==> config.mk <==
export PLATFORM = sky130hd
export DESIGN_NAME = stage_timer
export DESIGN_NICKNAME = d
export VERILOG_FILES = /design/src/rtl/stage_timer_pkg.sv /design/src/rtl/stage_timer_dp.sv /design/src/rtl/stage_timer_ctl.sv /design/src/rtl/stage_timer.sv
export SDC_FILE = /design/constraint.sdc
export NUM_CORES = 1
export LEC_CHECK = 0
export BUFFER_PORTS_ARGS = -buffer_cell sky130_fd_sc_hd__buf_2
export CAP_MARGIN = 20
export CORE_MARGIN = 5
export CORE_UTILIZATION = 50
export CTS_CLUSTER_DIAMETER = 60
export DETAILED_ROUTE_END_ITERATION = 10
export PLACE_DENSITY_LB_ADDON = 0.15
export SYNTH_ARGS = -nofsm -noshare
export SYNTH_HDL_FRONTEND = slang
export SYNTH_HIERARCHICAL = 1
export SYNTH_SLANG_ARGS = --single-unit
==> constraint.sdc <==
create_clock -name clk -period 1.7 [get_ports clk]
set_input_delay 0.17 -clock clk [delete_from_list [all_inputs] [get_ports clk]]
set_output_delay 0.17 -clock clk [all_outputs]
set_load 0.01 [all_outputs]
==> src/rtl/stage_timer_pkg.sv <==
package stage_timer_pkg;
  typedef struct packed {
    logic clear;    // synchronous clear of count and latch
    logic advance;  // increment count this edge
  } ctlStrb_t;
endpackage

==> src/rtl/stage_timer_dp.sv <==
module stage_timer_dp
  import stage_timer_pkg::*;
#(
  parameter int CNT_W  = 16,
  parameter int TAP_LL = 13,
  parameter int TAP_LH = 10,
  parameter int TAP_HL = 8,
  parameter int TAP_HH = 16
) (
  input  logic     clk,
  input  logic     porN,
  input  ctlStrb_t strb,
  input  logic     selA,
  input  logic     selB,
  output logic     stageBit
);
  localparam int NUM_TAPS = 4;
  localparam int TAPS [NUM_TAPS] = '{TAP_LL, TAP_LH, TAP_HL, TAP_HH};

  logic [CNT_W-1:0]    count;
  logic [NUM_TAPS-1:0] tapBits;

  always_ff @(posedge clk) begin
    if (strb.clear)        count <= '0;
    else if (strb.advance) count <= count + 1'b1;
  end

  for (genvar gi = 0; gi < NUM_TAPS; gi++) begin : g_tap
    assign tapBits[gi] = count[TAPS[gi]-1];
  end

  assign stageBit = tapBits[{selA, selB}];


  clear_zero_chk: assert property (@(posedge clk) disable iff (!porN)
    strb.clear |=> count == '0);

  advance_step_chk: assert property (@(posedge clk) disable iff (!porN)
    strb.advance |=> count == $past(count) + CNT_W'(1));

  idle_hold_chk: assert property (@(posedge clk) disable iff (!porN)
    (!strb.advance && !strb.clear) |=> $stable(count));
endmodule

==> src/rtl/stage_timer_ctl.sv <==
module stage_timer_ctl
  import stage_timer_pkg::*;
(
  input  logic     clk,
  input  logic     porN,
  input  logic     autoRstDis,
  input  logic     masterRst,
  input  logic     cntEn,
  input  logic     recycle,
  input  logic     stageBit,
  output ctlStrb_t strb,
  output logic     levelOut
);
  logic runOk;
  logic latched;

  always_comb begin
    strb.clear   = !porN || masterRst;
    strb.advance = !strb.clear && runOk && cntEn;
  end

  always_ff @(posedge clk) begin
    if (!porN)          runOk <= !autoRstDis;
    else if (masterRst) runOk <= 1'b1;
  end

  always_ff @(posedge clk) begin
    if (strb.clear || recycle) latched <= 1'b0;
    else if (stageBit)         latched <= 1'b1;
  end

  assign levelOut = recycle ? stageBit : (stageBit | latched);


  run_after_pulse_chk: assert property (@(posedge clk) disable iff (!porN)
    $fell(masterRst) |-> runOk);

  latch_hold_chk: assert property (@(posedge clk) disable iff (!porN)
    (!recycle && levelOut && !strb.clear) |=> (levelOut || recycle));

  latch_drop_chk: assert property (@(posedge clk) disable iff (!porN)
    recycle |=> !latched);
endmodule

==> src/rtl/stage_timer.sv <==
module stage_timer
  import stage_timer_pkg::*;
#(
  parameter int CNT_W  = 16,
  parameter int TAP_LL = 13,
  parameter int TAP_LH = 10,
  parameter int TAP_HL = 8,
  parameter int TAP_HH = 16
) (
  input  logic clk,
  input  logic porN,
  input  logic autoRstDis,
  input  logic masterRst,
  input  logic cntEn,
  input  logic selA,
  input  logic selB,
  input  logic recycle,
  input  logic polInv,
  output logic timerOut
);
  ctlStrb_t strb;
  logic     stageBit;
  logic     levelOut;

  stage_timer_ctl u_ctl (
    .clk(clk), .porN(porN), .autoRstDis(autoRstDis), .masterRst(masterRst),
    .cntEn(cntEn), .recycle(recycle), .stageBit(stageBit),
    .strb(strb), .levelOut(levelOut)
  );

  stage_timer_dp #(
    .CNT_W(CNT_W), .TAP_LL(TAP_LL), .TAP_LH(TAP_LH),
    .TAP_HL(TAP_HL), .TAP_HH(TAP_HH)
  ) u_dp (
    .clk(clk), .porN(porN), .strb(strb), .selA(selA), .selB(selB),
    .stageBit(stageBit)
  );

  assign timerOut = levelOut ^ polInv;


  pol_apply_chk: assert property (@(posedge clk) disable iff (!porN)
    $changed(polInv) && $stable(levelOut) |-> $changed(timerOut));
endmodule

After elaboration in Yosys (flattened, before gate mapping)
Cells that the tools add are included.
Widths: inputs -> output; s select.
{ "word_totals": {"inputBits": 9, "regBits": 18, "mem_bits_rw": 0, "latchBits": 0, "rom_bits": 0, "output_inout_bits": 1, "memories": 0} }
{ "classes": {"bitwise": 2, "eq_ne": 1, "addsub": 1, "n_div": 0, "mul": 0, "n_reduce_logical": 7, "n_mux": 5, "shifts": 0, "n_lt_le_gt_ge": 1} }
{ "op_table": {"columns": ["cell", "n"], "rows": [
  ["$add 16x1->16 const B", 1],
  ["$mux 1", 4],
  ["$logic_not 1->1", 3],
  ["$lt 2x3->1 const B", 1],
  ["$bmux 1 s2", 1],
  ["$logic_and 1x1->1", 2],
  ["$logic_or 1x1->1", 2],
  ["$ne 2x1->1 const B", 1],
  ["$or 1x1->1", 1],
  ["$xor 1x1->1", 1]
]} }

Depth between registers and ports, before layout
{ "logic_depth": {"word_depth": 5, "ltp_mapped": 6, "ltp_nobuf": 5} }

Modules after synthesis
Netlist, hierarchy kept.
{ "by_module_without_submodules": {"columns": ["mod", "cells_per_inst", "n_inst", "seq_area_each_um2", "area_each_um2"], "rows": [
  ["stage_timer_dp", 88, 1, 320.3, 810.8],
  ["stage_timer_ctl", 10, 1, 50.0, 102.6],
  ["stage_timer", 1, 1, 0.0, 8.8]
]} }

Worst setup path before layout
OpenSTA, ideal clock, no wires.
{ "synth_timing": {"path_type": "input port to flip-flop", "start": "input port masterRst", "end": "register u_dp.count[14]", "slack_ps": 195, "arrival_ps": 1385, "required_time_ps": 1579, "setup_time_ps": 121, "cell_stages": 6, "cell_sequence": "nand2b_4 -> nor2_1 -> buf_2 -> nand4_4 -> nor4_1 -> mux2_2"} }
{ "synth_rtl": {"columns": ["element", "line", "rtl"], "rows": [
  ["start: declaration", "stage_timer.sv:13", "input logic masterRst,"],
  ["end signal: assignment", "stage_timer_dp.sv:25", "else if (strb.advance) count <= count + 1'b1;"],
  ["end: declaration", "stage_timer_dp.sv:20", "logic [CNT_W-1:0] count;"]
]} }

Worst setup path in the final report
{ "layout_timing": {"start": "register u_dp.count[15]", "end": "output port timerOut"} }
{ "layout_via": {"elab_chain_cells": 5} }
{ "layout_rtl": {"columns": ["element", "line", "rtl"], "rows": [
  ["$bmux 1 s2 *", "stage_timer_dp.sv:32", "assign stageBit = tapBits[{selA, selB}];"],
  ["$mux 1 (implied by the code) *", "stage_timer_dp.sv:32", null],
  ["via stageBit", "stage_timer.sv:22", "logic stageBit;"],
  ["$or 1x1->1", "stage_timer_ctl.sv:32", "assign levelOut = recycle ? stageBit : (stageBit | latched);"],
  ["$mux 1 *", "stage_timer_ctl.sv:32", null],
  ["via levelOut", "stage_timer.sv:23", "logic levelOut;"],
  ["$xor 1x1->1 *", "stage_timer.sv:39", "assign timerOut = levelOut ^ polInv;"],
  ["end: declaration", "stage_timer.sv:19", "output logic timerOut"]
]} }
Mark *: on every way through the listed nets, which the timed path passes. The rest lies on a longest branch. The select of a mux whose other input is x is not followed.

==> summary.md <==
| Metric | Value |
|---|---|
| Status | finished, violations left |
| Failing checks | setup timing |
| Syn Inst Count | 99 |
| I/O pin cnt | 10 |
| Cell count of the worst reg-to-reg path | 6 |
| Pin count of the biggest net entering global routing | 25 |
| Worst VDD drop | around 0.53 mV |
| Cts hold-fix bufs | 0 |
| CTS tree | done |
| Worst setup endpoint | timerOut |
| Antenna cell count | 0 |
| Worst R2R Start | u_ctl/runOk$_SDFFCE_PP1P_ |
| Mean Syn Cell Area | 9.31 um2 |
| Reg2Reg Capture Point | u_dp/count[10]$_SDFFE_PP0P_ |
| Routed Antenna Nets | 0 |
| Ys Warns | 6 |
| Leak Pwr | 0.000431 uW |
| Yosys cell types | 27 |
| Worst setup margin | -32.2 ps |
| Fill count | around 160 |
| Placed cell area | between 1000 and 1500 um2 |
| Relative slew slack | 78.8% |
| Final period utilization | 102% |
| CTS Root Cell | clkbuf_4 |
| PortBufs | 9 |
| Hold_ws | approximately 35 ps |
| Crit-path slowest cell | mux4_2 |
| Worst-skew pair later-pin latency | roughly 300 ps |
| Clock period minus worst slack | approximately 1700 ps |
| First-pass GRT wire length | 3050 um |
| RSZ-0062 raised after global routing | true |
| Grt total ovfl | 0 |
| R2R Setup Slk | between 100 and 150 ps |
| Worst-Margin Slew | ~310 ps |
| Crit Path Class | reg -> out |
| Placed cell count | around 130 |
| Die area | approximately 2800 um2 |
| Fmax | around 580 MHz |
| DP Wirelength | around 1300 um |
| Die Y | roughly 53 um |
| CP Launch Type | flip-flop |
| Core region area | 1750 um2 |
| Synthesized area | about 900 um2 |
| Initial Util | 52.8% |
| Global Route Usage Sum | 15.3% |
| Max Slew Vio Count | 0 |
| Setup-failing EPs final | 1 |
| Worst path max stage delay | 480 ps |
| DRT Pass-1 Iters | 3 |
| Max_cap viols | 0 |
| Sequential fraction of the synthesis area | around 40% |
| WP data required | 1530 ps |
| Worst Hold Class | in -> reg |
| Fin cells | approximately 140 |
| Layout cells sized above 1 | 33.9% |
| Ys async rst share | 0% |
| WL final | ~1800 um |
| GP Congestion | about 0.76 |
| Post-synth EDFFs | 1 |
| TritonCTS Sinks | 18 |
| Crit. Startpoint | u_dp/count[15]$_SDFFE_PP0P_ |
| CTS Buf Count | 3 |
| Main synth FF type | dfxtp_1 |
| Max clock buf depth | 2 |
| Via density | 5.49 |
| Via count | 785 |
| H-tree depth | 1 |
| Row count | 15 |
| Worst Setup End Kind | output port |
| Nets | between 100 and 150 |
| Antenna violations before repair | 0 |
| Synth Register Bits | 18 |
| Clock skew | approximately 1.3 ps |
| Worst-path clk slew | about 100 ps |
| Cell Pwr Density | between 600 and 700 nW/um2 |
| CP Cell Sequence | mux4_2 -> a21o_1 -> xor2_1 -> buf_2 |
| Fin area | about 1100 um2 |
| Arrival @ worst endpoint | around 1600 ps |
| DRC | 0 |
| Syn-to-layout area delta | 21.0% |
| DRT iter0 DRCs | 5 |
| Synthesized Nets | around 110 |
| Vias in the first global route | around 740 |
| Max FO, Critical Path | 3 |
| Overall die width | between 50 and 60 um |
| DR WL/cell | approximately 13 um |
| Final Hold Vio Count | 0 |
## metal layers
metal	up-vias	GRT usage (%)	part of all wire, %	routed length (um)
met5	-	0	0	0
met4	0	8.94	2.1	39
met3	5	3.38	3.8	69
met2	11	28.1	53	960
met1	371	15.6	41	756
li1	398	-	-	-
## power by group
part	switching, uW	leakage (uW)	total [uW]	internal (uW)
Combinational	21.0	0.000261	38.9	17.9
Sequential	0.699	0.000149	425	425
Clock	138	0.0000210	269	131
## worst max-delay path, delay by kind of cell, from the launching register on
family / cells / cell delay (ps)
xor gates and xnor gates: 1 / 120
AOI/OAI and AO/OA: 1 / 180
muxes: 1 / 480
buffers and inverters: 1 / 150
DFF: 1 / 340
## cell families (layout without fill, tap and decap cells)
group	after synthesis	count (layout)	share of synthesized area, %
simple gates	48	48	32.2
xor+xnor	5	5	4.75
flops	18	18	40.2
fa+ha+maj	1	1	1.36
compound gates	11	11	7.33
buf+inv	8	27	3.39
mux	8	8	10.9
## how the worst min path moves through the flow
| stage | end | depth (start not counted) | slack, ps | startpoint |
|---|---|---|---|---|
| 2_1_floorplan | u_ctl/latched$_SDFFE_PP0P_ | 1 | 240 | recycle |
| 3_3_place_gp | u_ctl/latched$_SDFFE_PP0P_ | 2 | 350 | recycle |
| 3_5_place_dp | u_ctl/latched$_SDFFE_PP0P_ | 2 | 360 | recycle |
| 4_1_cts | u_ctl/latched$_SDFFE_PP0P_ | 2 | 30 | recycle |
| 5_1_grt | u_ctl/latched$_SDFFE_PP0P_ | 2 | 30 | recycle |
| 6_report | u_ctl/latched$_SDFFE_PP0P_ | 2 | 40 | recycle |
## metrics by stage
step	worst slack (ps)	total power, uW	util [%]	setup TNS (ps)
global placement	61.7	476	58.4	0
detailed placement	17.8	478	58.4	0
floorplan	195	460	-	0
global route	-108	766	63.9	-108
finish	-32.2	733	63.9	-32.2
CTS	-41.8	740	62.4	-41.8
## Yosys cell counts, types with 2 or more instances
cell type	n	area share, %
nand3_1	2	1.1
nand2_1	6	2.4
mux2_2	6	7.3
xor2_1	4	3.8
clkbuf_1	3	1.2
dfxtp_1	17	37
a21oi_1	5	2.7
nor2_1	13	5.3
or4_1	4	3.3
nand4_1	5	3.4
nor2b_1	6	4.1
inv_1	4	1.6
nor4_1	6	4.1
o31ai_1	4	3.3
nand4_4	2	4.6
## layout make-up
class | count | area [um2] | share of cell area (%)
repair buffers | 19 | 120 | 10.8
flip-flops and latches | 18 | 380 | 34.1
well taps | 25 | 31.3 | 2.80
multi-input cells | 73 | 533 | 47.8
clock buffers | 4 | 36.3 | 3.25
inverters | 4 | 15.0 | 1.35
## registers in the layout, indices dropped and copies added, names as in the netlist
signal / flops
u_dp/count: 16
u_ctl/latched: 1
u_ctl/runOk: 1
## repair_timing
action	CTS	global route
endpoints found under the setup margin	1	4
setup buffers	3	2
gates resized for setup	6	2
## layout by cell type, fill, tap and decap left out, types with 5 or more instances in the layout
cell,Yosys,routed
a21oi_1,5,5
nor2_1,13,13
buf_4,0,10
buf_2,1,9
nor2b_1,6,6
nand2_1,6,6
nand4_1,5,5
mux2_2,6,6
dfxtp_1,17,13
Power figures use the tool's default switching activity.
